[src/rtl/rm_pkg.sv]
package rm_pkg;
    localparam int OPW = 4;
    localparam int RSW = 2;

    localparam logic [OPW-1:0] OPC_LOAD  = 4'b0001;
    localparam logic [OPW-1:0] OPC_STORE = 4'b0010;
    localparam logic [OPW-1:0] OPC_ADD   = 4'b0011;
    localparam logic [OPW-1:0] OPC_SUB   = 4'b0100;

    typedef enum logic [2:0] {
        K_NOP, K_LOAD, K_STORE, K_ADD, K_SUB
    } kind_e;

    typedef enum logic [2:0] {
        S_FETCH, S_FWAIT, S_INCR, S_DECODE, S_OPRD, S_OWAIT, S_EXEC, S_WB
    } state_e;
endpackage

[src/rtl/rm_decode.sv]
module rm_decode
    import rm_pkg::*;
#(
    parameter int DW = 16,
    parameter int AW = 10
) (
    input  logic [DW-1:0]  ir,
    output kind_e          kind,
    output logic [RSW-1:0] rsel,
    output logic [AW-1:0]  maddr
);
    logic [OPW-1:0] opc;

    assign opc   = ir[DW-1 -: OPW];
    assign rsel  = ir[AW +: RSW];
    assign maddr = ir[AW-1:0];

    always_comb begin
        unique case (opc)
            OPC_LOAD:  kind = K_LOAD;
            OPC_STORE: kind = K_STORE;
            OPC_ADD:   kind = K_ADD;
            OPC_SUB:   kind = K_SUB;
            default:   kind = K_NOP;
        endcase
    end
endmodule

[src/rtl/rm_alu.sv]
module rm_alu
    import rm_pkg::*;
#(
    parameter int DW = 16
) (
    input  kind_e         kind,
    input  logic [DW-1:0] a,
    input  logic [DW-1:0] b,
    output logic [DW-1:0] y
);
    always_comb begin
        unique case (kind)
            K_LOAD:  y = b;
            K_ADD:   y = a + b;
            K_SUB:   y = a - b;
            default: y = a;
        endcase
    end
endmodule

[src/rtl/rm_regfile.sv]
module rm_regfile #(
    parameter int DW   = 16,
    parameter int NREG = 4,
    localparam int SW  = $clog2(NREG)
) (
    input  logic          clk,
    input  logic          rst_n,
    input  logic          we,
    input  logic [SW-1:0] wsel,
    input  logic [DW-1:0] wdata,
    input  logic [SW-1:0] rsel,
    output logic [DW-1:0] rdata
);
    logic [DW-1:0] regs [NREG];

    for (genvar g = 0; g < NREG; g++) begin : g_reg
        always_ff @(posedge clk or negedge rst_n) begin
            if (!rst_n) begin
                regs[g] <= '0;
            end else if (we && wsel == SW'(g)) begin
                regs[g] <= wdata;
            end
        end
    end

    assign rdata = regs[rsel];
endmodule

[src/rtl/rm_core.sv]
module rm_core
    import rm_pkg::*;
#(
    parameter int DW = 16,
    parameter int AW = 10,
    parameter logic [AW-1:0] START_PC = 10'h080
) (
    input  logic          clk,
    input  logic          rst_n,
    output logic [AW-1:0] mem_addr,
    output logic [DW-1:0] mem_wdata,
    input  logic [DW-1:0] mem_rdata,
    output logic          mem_we
);
    localparam int NREG = 1 << RSW;

    typedef struct packed {
        state_e        st;
        logic [AW-1:0] pc;
        logic [DW-1:0] ir;
        logic [DW-1:0] mdr;
        logic [DW-1:0] res;
    } core_t;

    core_t q, d;

    kind_e          kind;
    logic [RSW-1:0] rsel;
    logic [AW-1:0]  maddr;
    logic [DW-1:0]  rf_rdata;
    logic           rf_we;
    logic [DW-1:0]  alu_a, alu_b, alu_y;

    state_e         st_q;
    logic [AW-1:0]  pc_q;
    logic [DW-1:0]  ir_q;
    logic [DW-1:0]  res_q;

    assign st_q  = q.st;
    assign pc_q  = q.pc;
    assign ir_q  = q.ir;
    assign res_q = q.res;

    rm_decode #(.DW(DW), .AW(AW)) u_dec (
        .ir    (q.ir),
        .kind  (kind),
        .rsel  (rsel),
        .maddr (maddr)
    );

    rm_regfile #(.DW(DW), .NREG(NREG)) u_rf (
        .clk   (clk),
        .rst_n (rst_n),
        .we    (rf_we),
        .wsel  (rsel),
        .wdata (q.res),
        .rsel  (rsel),
        .rdata (rf_rdata)
    );

    assign alu_a = rf_rdata;
    assign alu_b = q.mdr;

    rm_alu #(.DW(DW)) u_alu (
        .kind (kind),
        .a    (alu_a),
        .b    (alu_b),
        .y    (alu_y)
    );

    always_comb begin
        d     = q;
        rf_we = 1'b0;
        unique case (q.st)
            S_FETCH:  d.st = S_FWAIT;
            S_FWAIT: begin
                d.ir = mem_rdata;
                d.st = S_INCR;
            end
            S_INCR: begin
                d.pc = q.pc + AW'(1);
                d.st = S_DECODE;
            end
            S_DECODE: begin
                unique case (kind)
                    K_NOP:   d.st = S_FETCH;
                    K_STORE: d.st = S_WB;
                    default: d.st = S_OPRD;
                endcase
            end
            S_OPRD:   d.st = S_OWAIT;
            S_OWAIT: begin
                d.mdr = mem_rdata;
                d.st  = S_EXEC;
            end
            S_EXEC: begin
                d.res = alu_y;
                d.st  = S_WB;
            end
            S_WB: begin
                rf_we = (kind != K_STORE);
                d.st  = S_FETCH;
            end
            default:  d.st = S_FETCH;
        endcase
    end

    always_ff @(posedge clk or negedge rst_n) begin
        if (!rst_n) begin
            q.st  <= S_FETCH;
            q.pc  <= START_PC;
            q.ir  <= '0;
            q.mdr <= '0;
            q.res <= '0;
        end else begin
            q <= d;
        end
    end

    assign mem_we    = (q.st == S_WB) && (kind == K_STORE);
    assign mem_wdata = rf_rdata;
    assign mem_addr  = (q.st == S_OPRD || q.st == S_OWAIT || q.st == S_WB) ? maddr : q.pc;
endmodule

[config.mk]
export PLATFORM = sky130hd
export DESIGN_NAME = rm_core
export DESIGN_NICKNAME = d
export VERILOG_FILES = /design/src/rtl/rm_pkg.sv /design/src/rtl/rm_decode.sv /design/src/rtl/rm_alu.sv /design/src/rtl/rm_regfile.sv /design/src/rtl/rm_core.sv
export SDC_FILE = /design/constraint.sdc
export NUM_CORES = 1
export LEC_CHECK = 0
export BUFFER_PORTS_ARGS = -buffer_cell sky130_fd_sc_hd__buf_4
export CORE_MARGIN = 2
export CORE_UTILIZATION = 40
export DETAILED_ROUTE_END_ITERATION = 10
export REMOVE_ABC_BUFFERS = 1
export SLEW_MARGIN = 30
export SYNTH_ARGS = -nofsm -noshare
export SYNTH_HDL_FRONTEND = slang
export SYNTH_HIERARCHICAL = 1
export SYNTH_SLANG_ARGS = --single-unit
[constraint.sdc]
create_clock -name clk -period 4.6 [get_ports clk]
set_input_delay 0.46 -clock clk [delete_from_list [all_inputs] [get_ports clk]]
set_output_delay 0.46 -clock clk [all_outputs]
set_load 0.02 [all_outputs]
==> metrics, run 1 <==
DR DRC count 0; Reg clk slew, reported paths 0.06 ns; top post-synthesis cells by area dfrtp_1 (45%), mux2_2 (20%), mux4_2 (5.2%), ha_1 (3.1%), xnor2_1 (2.7%); vias in the first global route 4744; EDFF count, synth 0; die boundary height 135 um; worst slew pin tran 0.913 ns; DP Worst Slack 0.538 ns; Antenna Cells 0; max_cap viols 0; DRT Pass-1 Iters 5; vias per cell 5.55; Placeable Area 16700 um^2; final slew viol count 0; power density cells 726 nW/um^2; final hold viol count 0; CP max stage cell nor3b_1; Syn Area/Cell 12.5 um^2; post-route setup TNS 0 ns; postcts setup bufs 0; Critical Path Sink Type flop; CTS tree yes; Pleak 3.72 nW; RSZ-0062 raised after global routing no; Worst Hold Class input port to asynchronous set/reset pin; final cycle utilization of the critical path 89.5%; Worst Path Max Fanout 6; Mapped Area 6890 um^2; CTS Buffer Depth 2; Cell variety after synth 66; Layout area overhead 16.0%; placed instance area 7400 um^2; min cycle time layout 4.12 ns; Yosys Warn Count 6; final setup fails 0; Layout Cells excl Fill 829; WP buf/inv 0; Hold-fix buffers, CTS 0; worst vdd ir 0.000312 V; final layout net count 632; ratio of cells with drive above 1 in the final layout 40.7%; synthesis-stage register bit count 125; largest net degree at the start of global routing 58; final RePlAce weighted congestion 0.847; crit path DAT 4.42 ns; share of the synthesized area in the top cell type 45.1%; crit path cell chain nor3b_1 -> nor2_1 -> and2_0 -> nor2_1 -> xnor2_1 -> ha_1 -> nor2b_1 -> o21ai_0 -> a21oi_1 -> o41ai_2 -> o21ai_1 -> a31oi_1 -> nor4b_1 -> or3_1 -> mux2_2; DR iter-0 viols 296; drt wl/cell 19.8 um; placed insts 796; CTS Buf Count 17; CTS root buffer clkbuf_16; clk_lat worst skew 0.42 ns; total track usage 19.1%; Pwr Total 5.80 mW; FFs w/ async S/R, synth 100%; most frequent CP cell nor2_1; port bufs 44; R2R Path Start ir_q[15]; dpl hpwl 11600 um; Setup Crit Path Kind flop to flop; Crit path required time 4.90 ns; register area share after synthesis 45.4%; initial antenna violation count 0; WP depth 15; Cells after Synth 551; final WL 16400 um; utilization after layout 47.8%; vias post-DR 4602; Hold WS 0.0963 ns; Synth area leader dfrtp_1; Final ANT Viol Nets 0; total gr overflow 0; Post-CTS Resized 0; status finished clean; Setup crit start kind flop; H-tree levels 4; reg-to-reg slack, setup 0.48 ns; PnR worst setup slack 0.481 ns; first-pass GRT wire length 26400 um; CP max stage delay 0.61 ns; Clock Skews 0.00870 ns; initial core utilization 41.2%; worst r2r path cells 15; main flop type after synthesis dfrtp_1; die width 135 um; FP Rows 47; clock sinks 125; Achievable Freq 0.243 GHz; relative slew slack 39.0%; Die Area 18300 um^2; final instance area 7990 um^2; Worst R2R End res_q[14]; I/O pin count 45; Worst path top cell family by delay simple AND/OR/NAND/NOR gates
[how the worst max path moves through the flow]
stage             start         to  slack (ns)
4_1_cts        ir_q[15]  res_q[14]        0.51
3_3_place_gp   ir_q[15]  res_q[14]        0.62
2_1_floorplan  ir_q[10]  res_q[14]        0.63
6_report       ir_q[15]  res_q[14]        0.48
5_1_grt        ir_q[15]  res_q[14]        0.18
3_5_place_dp   ir_q[15]  res_q[14]        0.54
[synthesized netlist by cell type, drive strengths merged, types with 11 or more instances]
library cell	count
o21ai	18
ha	17
nor3b	12
inv	12
a21oi	20
nor2	28
xnor2	21
mux2	122
mux4	16
xor2	11
nor3	12
nand2	18
dfrtp	124
buf	25
[cell usage in the layout, fill, tap and decap left out, types with 4 or more instances in the layout]
cell type | netlist | final
dfrtp_1 | 124 | 124
mux2_2 | 121 | 121
buf_4 | 17 | 56
nor2_1 | 28 | 28
xnor2_1 | 21 | 21
a21oi_1 | 20 | 20
nand2_1 | 18 | 18
ha_1 | 17 | 17
clkbuf_16 | 0 | 17
o21ai_0 | 16 | 16
mux4_2 | 16 | 16
nor3_1 | 12 | 12
inv_1 | 12 | 12
xor2_1 | 11 | 11
a22oi_1 | 10 | 10
nor3b_1 | 9 | 8
nand3_1 | 8 | 8
nand2b_1 | 7 | 7
a21o_1 | 4 | 4
[state kept, by name, summed over array words and instances, names as in the netlist]
signal     cells
st_q           3
ir_q          16
pc_q          10
res_q         16
u_rf/regs     64
alu_b         16
[worst reg2reg max path: cells and delay by family, from the launching register on]
kind                       cells  cell delay (ns)
AOI/OAI and AO/OA              5             1.20
adders and majority gates      1             0.30
and+or+nand+nor                7             1.70
xor gates and xnor gates       1             0.14
muxes                          1             0.26
DFF                            1             0.41
[layout make-up]
type / instances / area (um^2)
clock inverter: 10 / 115
tap: 220 / 275
inverter: 12 / 45.0
sequential: 125 / 3130
fill: 1506 / 8710
multi-input combinational: 381 / 3500
timing repair buffer: 59 / 454
clock buffer: 22 / 464
[layer usage]
| metal | vias up | wire [um] | GRT usage (%) | part of all wire [%] |
|---|---|---|---|---|
| met2 | 99 | 7960 | 30.6 | 49 |
| met3 | 19 | 629 | 4.64 | 3.8 |
| met5 | - | 0 | 0 | 0 |
| li1 | 2109 | - | - | - |
| met4 | 0 | 291 | 6.02 | 1.8 |
| met1 | 2375 | 7500 | 25.9 | 46 |
[where the power goes]
part	internal [mW]	switching [mW]
logic	1.28	1.29
registers	1.49	0.425
clock network	0.824	0.495
total	3.59	2.21
[kinds of logic after synthesis]
kind of cell / synth area share [%]
AO/OA/AOI/OAI: 7.47
XOR/XNOR: 4.07
adder cells (fa/ha/maj): 3.38
buffers and inverters: 3.76
flip-flops: 45.4
multiplexers: 25.5
AND/OR/NAND/NOR: 10.4
Note: power is estimated with default switching activity, not from simulation.
==> run 2: changes to the inputs <==
--- a/config.mk
+++ b/config.mk
@@ -5,6 +5,7 @@
 export SDC_FILE = /design/constraint.sdc
 export NUM_CORES = 1
 export LEC_CHECK = 0
+export ABC_AREA = 1
 export BUFFER_PORTS_ARGS = -buffer_cell sky130_fd_sc_hd__buf_4
 export CORE_MARGIN = 2
 export CORE_UTILIZATION = 40
==> constraint.sdc (replaced) <==
create_clock -name clk -period 4.45 [get_ports clk]
set_input_delay 0.445 -clock clk [delete_from_list [all_inputs] [get_ports clk]]
set_output_delay 0.445 -clock clk [all_outputs]
set_load 0.02 [all_outputs]
==> metrics, run 2 <==
Layout area overhead 12.1%; Switching Fraction 48.2%; reg-to-reg slack, setup 1.21 ns; most flop-heavy register u_rf/regs; DR iter-0 viols 382; Die Area 20300 um^2; final RePlAce weighted congestion 0.858; status finished clean; Cells after Synth 1017; DRT Pass-1 Iters 5; final WL 18600 um; clk_lat worst skew 0.43 ns; Synth area leader dfrtp_1; worst r2r path cells 20; post-route setup TNS 0 ns; Comb power frac 55.3%; CTS tree yes; Placeable Area 18800 um^2; dpl hpwl 12600 um; EDFF count, synth 0; power density cells 853 nW/um^2; main flop type after synthesis dfrtp_1; min cycle time layout 3.24 ns; die boundary height 142 um; final layout net count 1070; total track usage 19.4%; H-tree levels 4; Crit path required time 4.76 ns; most frequent cells in the layout nand2_1 (333), inv_1 (158), dfrtp_1 (123); final setup fails 0; Final ANT Viol Nets 0; drt wl/cell 14.6 um; first-pass GRT wire length 30800 um; Yosys Warn Count 6; FFs w/ async S/R, synth 100%; port bufs 44; share of the synthesized area in the top cell type 40.5%; most frequent cell after synthesis nand2_1; Setup Crit Path Kind flop to flop; top cells by count, synth nand2_1 (333), inv_1 (158), dfrtp_1 (124), nand3_1 (79), o21ai_0 (45); Worst R2R End res_q[15]; max_cap viols 0; initial antenna violation count 0; clock sinks 125; FP Rows 50; Hold-fix buffers, CTS 0; ratio of cells with drive above 1 in the final layout 13.5%; Worst Path Max Fanout 14; final hold viol count 0; Clock Skews 0.0111 ns; R2R Path Start ir_q[14]; Pleak 4.61 nW; CTS root buffer clkbuf_16; CTS Buffer Depth 2; die width 142 um; RSZ-0062 raised after global routing no; largest net degree at the start of global routing 67; vias post-DR 6382; Flop pwr share 26.1%; worst vdd ir 0.000395 V; DR DRC count 0; total gr overflow 0; most common cell after layout, fill and taps aside nand2_1; CTS Buf Count 17; initial core utilization 40.8%; NetSw 3.53 mW; I/O pin count 45; relative slew slack 45.5%; vias per cell 4.98; Critical Path Sink Type flop; top post-synthesis cells by area dfrtp_1 (41%), nand2_1 (16%), inv_1 (7.7%), nand3_1 (5.2%), o21ai_0 (2.9%); Worst Hold Class input port to asynchronous set/reset pin; clock group share of total power 18.6%; final slew viol count 0; register area share after synthesis 40.9%; Antenna Cells 0; Setup crit start kind flop; vias in the first global route 5921; crit path DAT 3.55 ns; worst slew pin tran 0.814 ns; final cycle utilization of the critical path 72.7%; Achievable Freq 0.309 GHz; synthesis-stage register bit count 125; Mapped Area 7650 um^2; Largest register FFs 64; Reg clk slew, reported paths 0.06 ns; Cell variety after synth 42; Pwr Total 7.32 mW; Post-CTS Resized 0; Syn Area/Cell 7.53 um^2; Int Pwr 3.79 mW; postcts setup bufs 0
==> run 2: cell count changes after synthesis, moves of 18 or more <==
cell / previous run / this run
inv_1: 12 / 158
o21ai_0: 16 / 45
nand4_1: 2 / 34
nand3_1: 8 / 79
mux2_2: 121 / 11
nand2_1: 18 / 333
buf_2: 7 / 25
==> run 2: per-layer routing <==
metal | vias to the layer above | track usage (%) | routed length (um)
met5 | - | 0 | 0
met4 | 0 | 6.51 | 295
met3 | 22 | 3.40 | 808
met2 | 115 | 29.9 | 8350
met1 | 3011 | 27.7 | 9190
li1 | 3234 | - | -
==> run 2: metrics by stage <==
stage	cells	instance area [um^2]	setup WS (ns)	hold slack [ns]	util [%]
2_1_floorplan	963	7300	0.305	0.149	-
3_3_place_gp	1249	8010	1.32	0.453	42.7
3_5_place_dp	1249	8010	1.21	0.458	42.7
4_1_cts	1281	8580	1.20	0.124	45.7
5_1_grt	1281	8580	0.890	0.162	45.7
6_report	1281	8580	1.21	0.0934	45.7
==> run 2: worst max-delay path by stage <==
| stage | from | end |
|---|---|---|
| final | ir_q[14] | res_q[15] |
| after global routing | ir_q[15] | res_q[14] |
| after CTS | ir_q[14] | res_q[15] |
| after detailed placement | ir_q[14] | res_q[15] |
| after global placement | ir_q[14] | res_q[11] |
| after floorplan | ir_q[10] | res_q[14] |
==> run 2: layout make-up <==
class                           count  area [um^2]
Clock buffer                       18          429
Inverter                          163          612
Fill cell                        1903        10200
Timing Repair Buffer               52          403
Tap cell                          234          293
Clock inverter                     14          145
Multi-Input combinational cell    675         3570
Sequential cell                   125         3130
==> run 2: critical path, cell delays in order (launching register included) <==
cell,delay (ns)
dfrtp_1,0.38
inv_1,0.06
nand2_1,0.06
nor2_1,0.32
inv_1,0.10
nand3_2,0.24
inv_1,0.14
a31oi_1,0.19
xor2_1,0.17
inv_1,0.07
ha_1,0.35
nand2_1,0.09
inv_1,0.08
nand2_1,0.07
nor3_1,0.20
nand2_1,0.08
nand3_1,0.07
nand2_1,0.05
nand3_1,0.09
nand2_1,0.06
mux2_2,0.25
==> run 2: logic make-up after synthesis <==
family / count (synthesis) / synth area share (%)
buf+inv: 217 / 12.6
compound gates: 110 / 8.29
fa+ha+maj: 18 / 3.04
simple gates: 506 / 29.3
mux: 21 / 3.58
xor+xnor: 20 / 2.29
flops: 125 / 40.9
==> run 2: power groups by stage <==
stage | registers (mW) | logic [mW] | clock network [mW]
after floorplan | 1.89 | 2.87 | 0
after global placement | 1.91 | 4.01 | 0
after detailed placement | 1.92 | 4.04 | 0
after CTS | 1.91 | 4.06 | 1.39
after global routing | 1.97 | 4.60 | 1.44
final | 1.91 | 4.05 | 1.36
